**config.mk**
```make
export PLATFORM = sky130hd
export DESIGN_NAME = lfsr_sr_pattern_gen
export DESIGN_NICKNAME = d
export VERILOG_FILES = /design/src/rtl/lsg_pkg.sv /design/src/rtl/lsg_lfsr_section.sv /design/src/rtl/lsg_shift_tail.sv /design/src/rtl/lsg_period_counter.sv /design/src/rtl/lfsr_sr_pattern_gen.sv
export SDC_FILE = /design/constraint.sdc
export NUM_CORES = 1
export LEC_CHECK = 0
export ABC_AREA = 1
export CAP_MARGIN = 20
export CORE_AREA = 2 2 41 43
export DETAILED_ROUTE_END_ITERATION = 12
export DIE_AREA = 0 0 43 45
export PLACE_DENSITY = 0.65
export SLEW_MARGIN = 25
export SYNTH_ARGS = -nofsm -noshare
export SYNTH_HDL_FRONTEND = slang
export SYNTH_HIERARCHICAL = 1
export SYNTH_SLANG_ARGS = --single-unit
```
**constraint.sdc**
```tcl
create_clock -name clk -period 1.75 [get_ports clk]
set_clock_uncertainty 0.2 [all_clocks]
set_input_delay 0.35 -clock clk [delete_from_list [all_inputs] [get_ports clk]]
set_output_delay 0.35 -clock clk [all_outputs]
set_load 0.02 [all_outputs]
```
**src/rtl/lsg_pkg.sv**
```systemverilog
package lsg_pkg;

   typedef enum logic [1:0] {
      ACT_HOLD = 2'd0,
      ACT_STEP = 2'd1,
      ACT_LOAD = 2'd2
   } lsg_act_e;

   function automatic lsg_act_e decode_act(input logic load, input logic step);
      if (load)      return ACT_LOAD;
      else if (step) return ACT_STEP;
      else           return ACT_HOLD;
   endfunction

endpackage

```
**src/rtl/lsg_lfsr_section.sv**
```systemverilog
module lsg_lfsr_section #(
   parameter int          LEN       = 3,
   parameter logic [LEN-1:0] TAP_MASK  = 3'b110,
   parameter logic [LEN-1:0] RESET_VAL = 3'b011
) (
   input  logic           clk,
   input  logic           rst_n,
   input  lsg_pkg::lsg_act_e act,
   input  logic [LEN-1:0] load_val,
   output logic [LEN-1:0] stages
);
   localparam logic [LEN-1:0] SAFE_VAL = LEN'(1) << (LEN - 1);

   logic           fb;
   logic [LEN-1:0] load_fixed;

   assign fb         = ^(stages & TAP_MASK);
   assign load_fixed = (load_val == '0) ? SAFE_VAL : load_val;

   always_ff @(posedge clk or negedge rst_n) begin
      if (!rst_n) begin
         stages <= RESET_VAL;
      end else begin
         case (act)
            lsg_pkg::ACT_LOAD: stages <= load_fixed;
            lsg_pkg::ACT_STEP: stages <= {stages[LEN-2:0], fb};
            default:           stages <= stages;
         endcase
      end
   end
endmodule

```
**src/rtl/lsg_shift_tail.sv**
```systemverilog
module lsg_shift_tail #(
   parameter int             LEN       = 1,
   parameter logic [LEN-1:0] RESET_VAL = '0
) (
   input  logic           clk,
   input  logic           rst_n,
   input  lsg_pkg::lsg_act_e act,
   input  logic [LEN-1:0] load_val,
   input  logic           din,
   output logic [LEN-1:0] stages
);
   always_ff @(posedge clk or negedge rst_n) begin
      if (!rst_n) begin
         stages <= RESET_VAL;
      end else begin
         case (act)
            lsg_pkg::ACT_LOAD: stages <= load_val;
            lsg_pkg::ACT_STEP: begin
               stages[0] <= din;
               for (int k = 1; k < LEN; k++) stages[k] <= stages[k-1];
            end
            default: stages <= stages;
         endcase
      end
   end
endmodule

```
**src/rtl/lsg_period_counter.sv**
```systemverilog
module lsg_period_counter #(
   parameter int PERIOD = 7
) (
   input  logic clk,
   input  logic rst_n,
   input  lsg_pkg::lsg_act_e act,
   output logic done
);
   localparam int CW = (PERIOD < 2) ? 1 : $clog2(PERIOD);
   localparam logic [CW-1:0] LAST = CW'(PERIOD - 1);

   logic [CW-1:0] cnt;

   always_ff @(posedge clk or negedge rst_n) begin
      if (!rst_n) begin
         cnt  <= '0;
         done <= 1'b0;
      end else begin
         case (act)
            lsg_pkg::ACT_LOAD: begin
               cnt  <= '0;
               done <= 1'b0;
            end
            lsg_pkg::ACT_STEP: begin
               if (cnt == LAST) begin
                  cnt  <= '0;
                  done <= 1'b1;
               end else begin
                  cnt  <= cnt + 1'b1;
                  done <= 1'b0;
               end
            end
            default: done <= 1'b0;
         endcase
      end
   end
endmodule

```
**src/rtl/lfsr_sr_pattern_gen.sv**
```systemverilog
module lfsr_sr_pattern_gen #(
   parameter int                         LFSR_LEN   = 3,
   parameter int                         SR_LEN     = 1,
   parameter logic [LFSR_LEN-1:0]        TAP_MASK   = 3'b110,
   parameter logic [LFSR_LEN+SR_LEN-1:0] RESET_SEED = 4'b0111
) (
   input  logic                         clk,
   input  logic                         rst_n,
   input  logic                         seed_load,
   input  logic [LFSR_LEN+SR_LEN-1:0]   seed,
   input  logic                         step_en,
   output logic [LFSR_LEN+SR_LEN-1:0]   pattern,
   output logic                         period_done
);
   localparam int N_TOTAL = LFSR_LEN + SR_LEN;
   localparam int PERIOD  = (2 ** LFSR_LEN) - 1;

   function automatic logic [N_TOTAL-1:0] flip(input logic [N_TOTAL-1:0] v);
      logic [N_TOTAL-1:0] r;
      for (int j = 0; j < N_TOTAL; j++) r[j] = v[N_TOTAL-1-j];
      return r;
   endfunction

   localparam logic [N_TOTAL-1:0] RST_CHAIN = flip(RESET_SEED);

   // elaboration-time parameter checks
   if (LFSR_LEN < 2 || LFSR_LEN > 24) begin : g_bad_len
      $error("LFSR_LEN must lie in 2..24");
   end
   if (SR_LEN < 0) begin : g_bad_sr
      $error("SR_LEN must not be negative");
   end
   if (!TAP_MASK[LFSR_LEN-1]) begin : g_bad_tap
      $error("TAP_MASK must include the last LFSR stage");
   end
   if (RESET_SEED[N_TOTAL-1 -: LFSR_LEN] == '0) begin : g_bad_rst
      $error("RESET_SEED must have a nonzero LFSR field");
   end

   // chain index 0 is x1
   logic [N_TOTAL-1:0] seed_chain;
   logic [N_TOTAL-1:0] chain;
   lsg_pkg::lsg_act_e  act;

   assign act = lsg_pkg::decode_act(seed_load, step_en);

   for (genvar j = 0; j < N_TOTAL; j++) begin : g_map
      assign seed_chain[j]         = seed[N_TOTAL-1-j];
      assign pattern[N_TOTAL-1-j]  = chain[j];
   end

   lsg_lfsr_section #(
      .LEN      (LFSR_LEN),
      .TAP_MASK (TAP_MASK),
      .RESET_VAL(RST_CHAIN[LFSR_LEN-1:0])
   ) u_lfsr (
      .clk     (clk),
      .rst_n   (rst_n),
      .act     (act),
      .load_val(seed_chain[LFSR_LEN-1:0]),
      .stages  (chain[LFSR_LEN-1:0])
   );

   if (SR_LEN > 0) begin : g_tail
      lsg_shift_tail #(
         .LEN      (SR_LEN),
         .RESET_VAL(RST_CHAIN[N_TOTAL-1:LFSR_LEN])
      ) u_tail (
         .clk     (clk),
         .rst_n   (rst_n),
         .act     (act),
         .load_val(seed_chain[N_TOTAL-1:LFSR_LEN]),
         .din     (chain[LFSR_LEN-1]),
         .stages  (chain[N_TOTAL-1:LFSR_LEN])
      );
   end

   lsg_period_counter #(
      .PERIOD(PERIOD)
   ) u_period (
      .clk  (clk),
      .rst_n(rst_n),
      .act  (act),
      .done (period_done)
   );
endmodule

```
Yosys cells after proc, flatten, opt, wreduce, memory -nomap -nowiden
Cells that the tools add are included.

operators by class
  $add $sub $neg = 1
  equal/unequal tests = 3
  mux-type cells = 9
  reduce and logical (&&, ||, !) cells = 3

operators with widths
  operator               count
  $pmux W3 S2            2
  $mux W3                2
  $add A3 B1 Y3 const B  1
  $eq A3 B3 Y1 const B   1
  $logic_not A3 Y1       1
  $mux W1                3
  $reduce_xor A3 Y1      1
  $eq A2 B1 Y1 const B   1
  $eq A2 B2 Y1 const B   1
  $mux W2                1
  $pmux W1 S2            1
  $reduce_bool A2 Y1     1

word-level totals
  register bits after elaboration = 8
  bits of input ports = 8
  output and inout port bits = 5
  logic and storage cells = 20

Longest topological paths before layout
  word-level depth = 4
  depth in mapped cells = 9
  gate-level depth less buffers = 9

Hierarchy
Netlist, hierarchy kept.

modules (own cells, without submodules)
  module               instances  cells an instance  area each (µm²)  sequential area each (µm²)
  lsg_period_counter   1          29                 209.0            100.1
  lsg_lfsr_section     1          31                 196.4            77.6
  lsg_shift_tail       1          12                 77.6             26.3
  lfsr_sr_pattern_gen  1          2                  10.0             0.0

Worst setup path after synthesis
OpenSTA, ideal clock, no wires.

  path kind = input to register
  start = input step_en
  end = register u_period.cnt[0]
  library setup time = 0.065 ns
  arrival time = 1.082 ns
  data required time = 1.485 ns
  path slack = 0.403 ns
  stages = 8
  buffers on the path = 0
  path through = inv_1 > nor2_2 > ha_1 > inv_2 > nand2_1 > nor2_2 > nand2_1 > nand2_1

between the ends
  cells in the longest elaborated chain, start to end = 4
  elaborated cells on any way between the ends = 6
  classes of those cells = 2 x eq/ne; 3 x mux; 1 x reduce/logical

RTL lines
  item                                               line                       text
  start, declared                                    lfsr_sr_pattern_gen.sv:11  input logic step_en,
  $mux W1 *                                          lsg_pkg.sv:11              else if (step) return ACT_STEP;
  $mux W2 *                                          lsg_pkg.sv:10              if (load) return ACT_LOAD;
  named net act[0]                                   lfsr_sr_pattern_gen.sv:43  lsg_pkg::lsg_act_e act;
  $eq A2 B1 Y1 or $eq A2 B2 Y1 (tied branches)       lsg_period_counter.sv:19   case (act)
  $pmux W3 S2 or $reduce_bool A2 Y1 (tied branches)  --
  end signal, assigned                               lsg_period_counter.sv:29   cnt <= cnt + 1'b1;
  end, declared                                      lsg_period_counter.sv:12   logic [CW-1:0] cnt;

The timed path passes the listed nets; every way through them passes the cells marked *.
A chain may end at the register's enable or synchronous reset.

Worst setup path after layout
  start = register u_lfsr.stages[1]
  end = output pattern[2]

RTL lines
  item                    line                       text
  start, declared         lsg_lfsr_section.sv:10     output logic [LEN-1:0] stages
  start signal, assigned  lsg_lfsr_section.sv:25     lsg_pkg::ACT_LOAD: stages <= load_fixed;
  start signal, assigned  lsg_lfsr_section.sv:26     lsg_pkg::ACT_STEP: stages <= {stages[LEN-2:0], fb};
  start signal, assigned  lsg_lfsr_section.sv:27     default: stages <= stages;
  end, declared           lfsr_sr_pattern_gen.sv:12  output logic [LFSR_LEN+SR_LEN-1:0] pattern,

No word-level cell between the ends.

==> results.cfg <==
[outcome]
status = finished, final reports clean

[detailed_routing]
dr.pass1.iters = 4
drt_iter0_drc = 4
wire_per_inst_um = 8.56
vias_per_cell = 4.19
routed_wl_um = 925
final_antenna_net_count = 0
vias = 452
drc_errors = 0

[flow_run]
drv_cap = 0

[cts]
cts_max_level = 1
clk_latency_ps = 250
root_buffer = clkbuf_4
clkSinkCount = 8
cts_buffers = 3
clk_pin_slew_ps = 60
cts_tree = built
cts.hold.buffers_added = 0
clk_path_buf_depth = 2

[yosys]
synth_xor_area_frac = 0
avgSynthCellArea_um2 = 6.66
synth_nets = 85
ys_warn_count = 6
synthAdderAreaFrac = 0.0761
ys_seq_area_frac = 0.414
synthCells = 74
synthMuxAreaShare = 0
ys_types = 11
synth_top_family_by_area = simple AND/OR/NAND/NOR gates
yosys.area_share.simple = 0.320
synth_compound_gate_area_share = 0.0457
synth-seq-cells = 8
syn_area_um2 = 493

[critical_path]
critPathArrivalTime_ps = 1140
path_cells = dlygate4sd2_1
worstReg2RegStart = u_lfsr/stages[2]
worstPathMaxFanout = 4
path_buf_inv = 1
crit_slowest_cell = dfstp_2
critPathMaxStageDelay_ps = 550
ff2ff_path_depth = 6
cp.depth = 1
start_kind = flip-flop
worst-setup-path-type = flip-flop to output pin
end_kind = output pin
crit_start = u_lfsr/stages[1]
crit_family = flip-flops
worstPathRequired_ps = 1200

[placed_design]
dp_hpwl_um = 731
io_buffers = 12
gp_congestion = 0.773

[timing]
maxSlewViolCount = 0
hold_viol_final = 0
fin_setup_tns_ps = 0
fin_crit_ps = 1690
fin_crit_sh = 0.967
slew_headroom = 0.754
max_freq_mhz = 591
finalSetupViolations = 0
worstMarginPinSlew_ps = 368
rsz0062_at_grt = false

[layout]
antennaDiodeCount = 0
syn2layout_area_growth_pct = 36.3
fillers = 160
fin_nets = 104
multiInputGateArea_um2 = 218
ff_latch_area_um2 = 204
drive_gt1_frac = 0.141
utilization = 0.457

[global_route]
grt_usage = 0.108
grt_max_degree = 9
antenna_found_initial = 0
grt_pass1_wl_mm = 1.51
grt_pass1_vias = 382
overflow = 0

[pwr]
p_per_area_mw_per_mm2 = 777
peakVddDrop_v = 0.000372
p_leak_uw = 0.000416

[die]
dieArea_mm2 = 0.00194
die-height_um = 45
rows = 14
start_util = 0.335
die_w_um = 43
ios = 13
core-area_mm2 = 0.00147

[hold_path]
hold_class = input port to async pin
## synthesized netlist by cell type
library cell / number / share of area
inv_2: 3 / 0.023
dfstp_2: 3 / 0.16
ha_1: 3 / 0.076
o21bai_1: 1 / 0.015
nor2_1: 5 / 0.038
nor2_2: 2 / 0.025
nand2_1: 31 / 0.24
inv_1: 16 / 0.12
nand3_1: 2 / 0.020
dfrtp_1: 5 / 0.25
a21oi_1: 3 / 0.030
## through the flow
step	total power, uW	setup WS (ps)	hold slack [ps]	cell area, um2	cells
after floorplan	308	403	-146	493	74
after global placement	379	-142	250	648	104
after detailed placement	381	-158	252	648	104
after CTS	533	11.8	171	669	108
after global routing	564	21.1	197	672	108
final	522	58.3	172	672	108
## final cells by class
type / count / area share
multi-input cells: 47 / 0.324
repair buffers: 14 / 0.197
well taps: 16 / 0.0298
clock buffers: 4 / 0.0391
inverters: 19 / 0.106
flip-flops and latches: 8 / 0.304
## registers in the layout, summed over array words and instances (netlist names)
name and cells:
g_tail.u_tail/stages 1, u_period/cnt 3, u_lfsr/stages 3, u_period/done 1
## worst paths after layout
check	end	slack, ps
worst min-delay path	u_period/cnt[0]	170
min in group clk	g_tail.u_tail/stages	260
worst max register to register	u_lfsr/stages[0]	520
max in group asynchronous	u_lfsr/stages[2]	870
worst min register to register	g_tail.u_tail/stages	260
worst max-delay path	pattern[2]	60
## timing repair
action | CTS | global route
resized for setup | 4 | 1
setup buffers | 0 | 0
endpoints found under the setup margin | 4 | 1
pin swaps | 0 | 0
## routing by layer
| metal | wire (um) | track usage | vias up |
|---|---|---|---|
| met5 | 0 | 0 | - |
| met4 | 0 | 0.0727 | 0 |
| met3 | 56 | 0.0240 | 0 |
| met2 | 426 | 0.161 | 10 |
| met1 | 442 | 0.141 | 192 |
| li1 | - | - | 250 |
## cells in the final DEF (no fill, tap or decap)
cell / synthesis / routed
clkbuf_4: 0 / 3
a21oi_1: 3 / 3
dfstp_2: 3 / 3
nor2_1: 5 / 5
inv_2: 3 / 3
nor2_2: 2 / 2
nand3_1: 2 / 2
dlygate4sd2_1: 0 / 4
inv_1: 16 / 16
dlymetal6s2s_1: 0 / 1
clkdlybuf4s50_1: 0 / 7
nand2_1: 31 / 31
dfrtp_1: 5 / 5
buf_4: 0 / 2
clkbuf_1: 0 / 1
ha_1: 3 / 3
o21bai_1: 1 / 1
## cell families after synthesis
group / after synthesis
DFF: 8
AOI/OAI and AO/OA: 4
buffers and inverters: 19
and+or+nand+nor: 40
adders and majority gates: 3
## report_power, final
group / switching, uW / internal [uW]
combinational: 78.2 / 62.9
sequential: 11.8 / 212
clock: 69.8 / 87.7
total: 160 / 362
No activity file was read; power rests on OpenSTA's default activity.
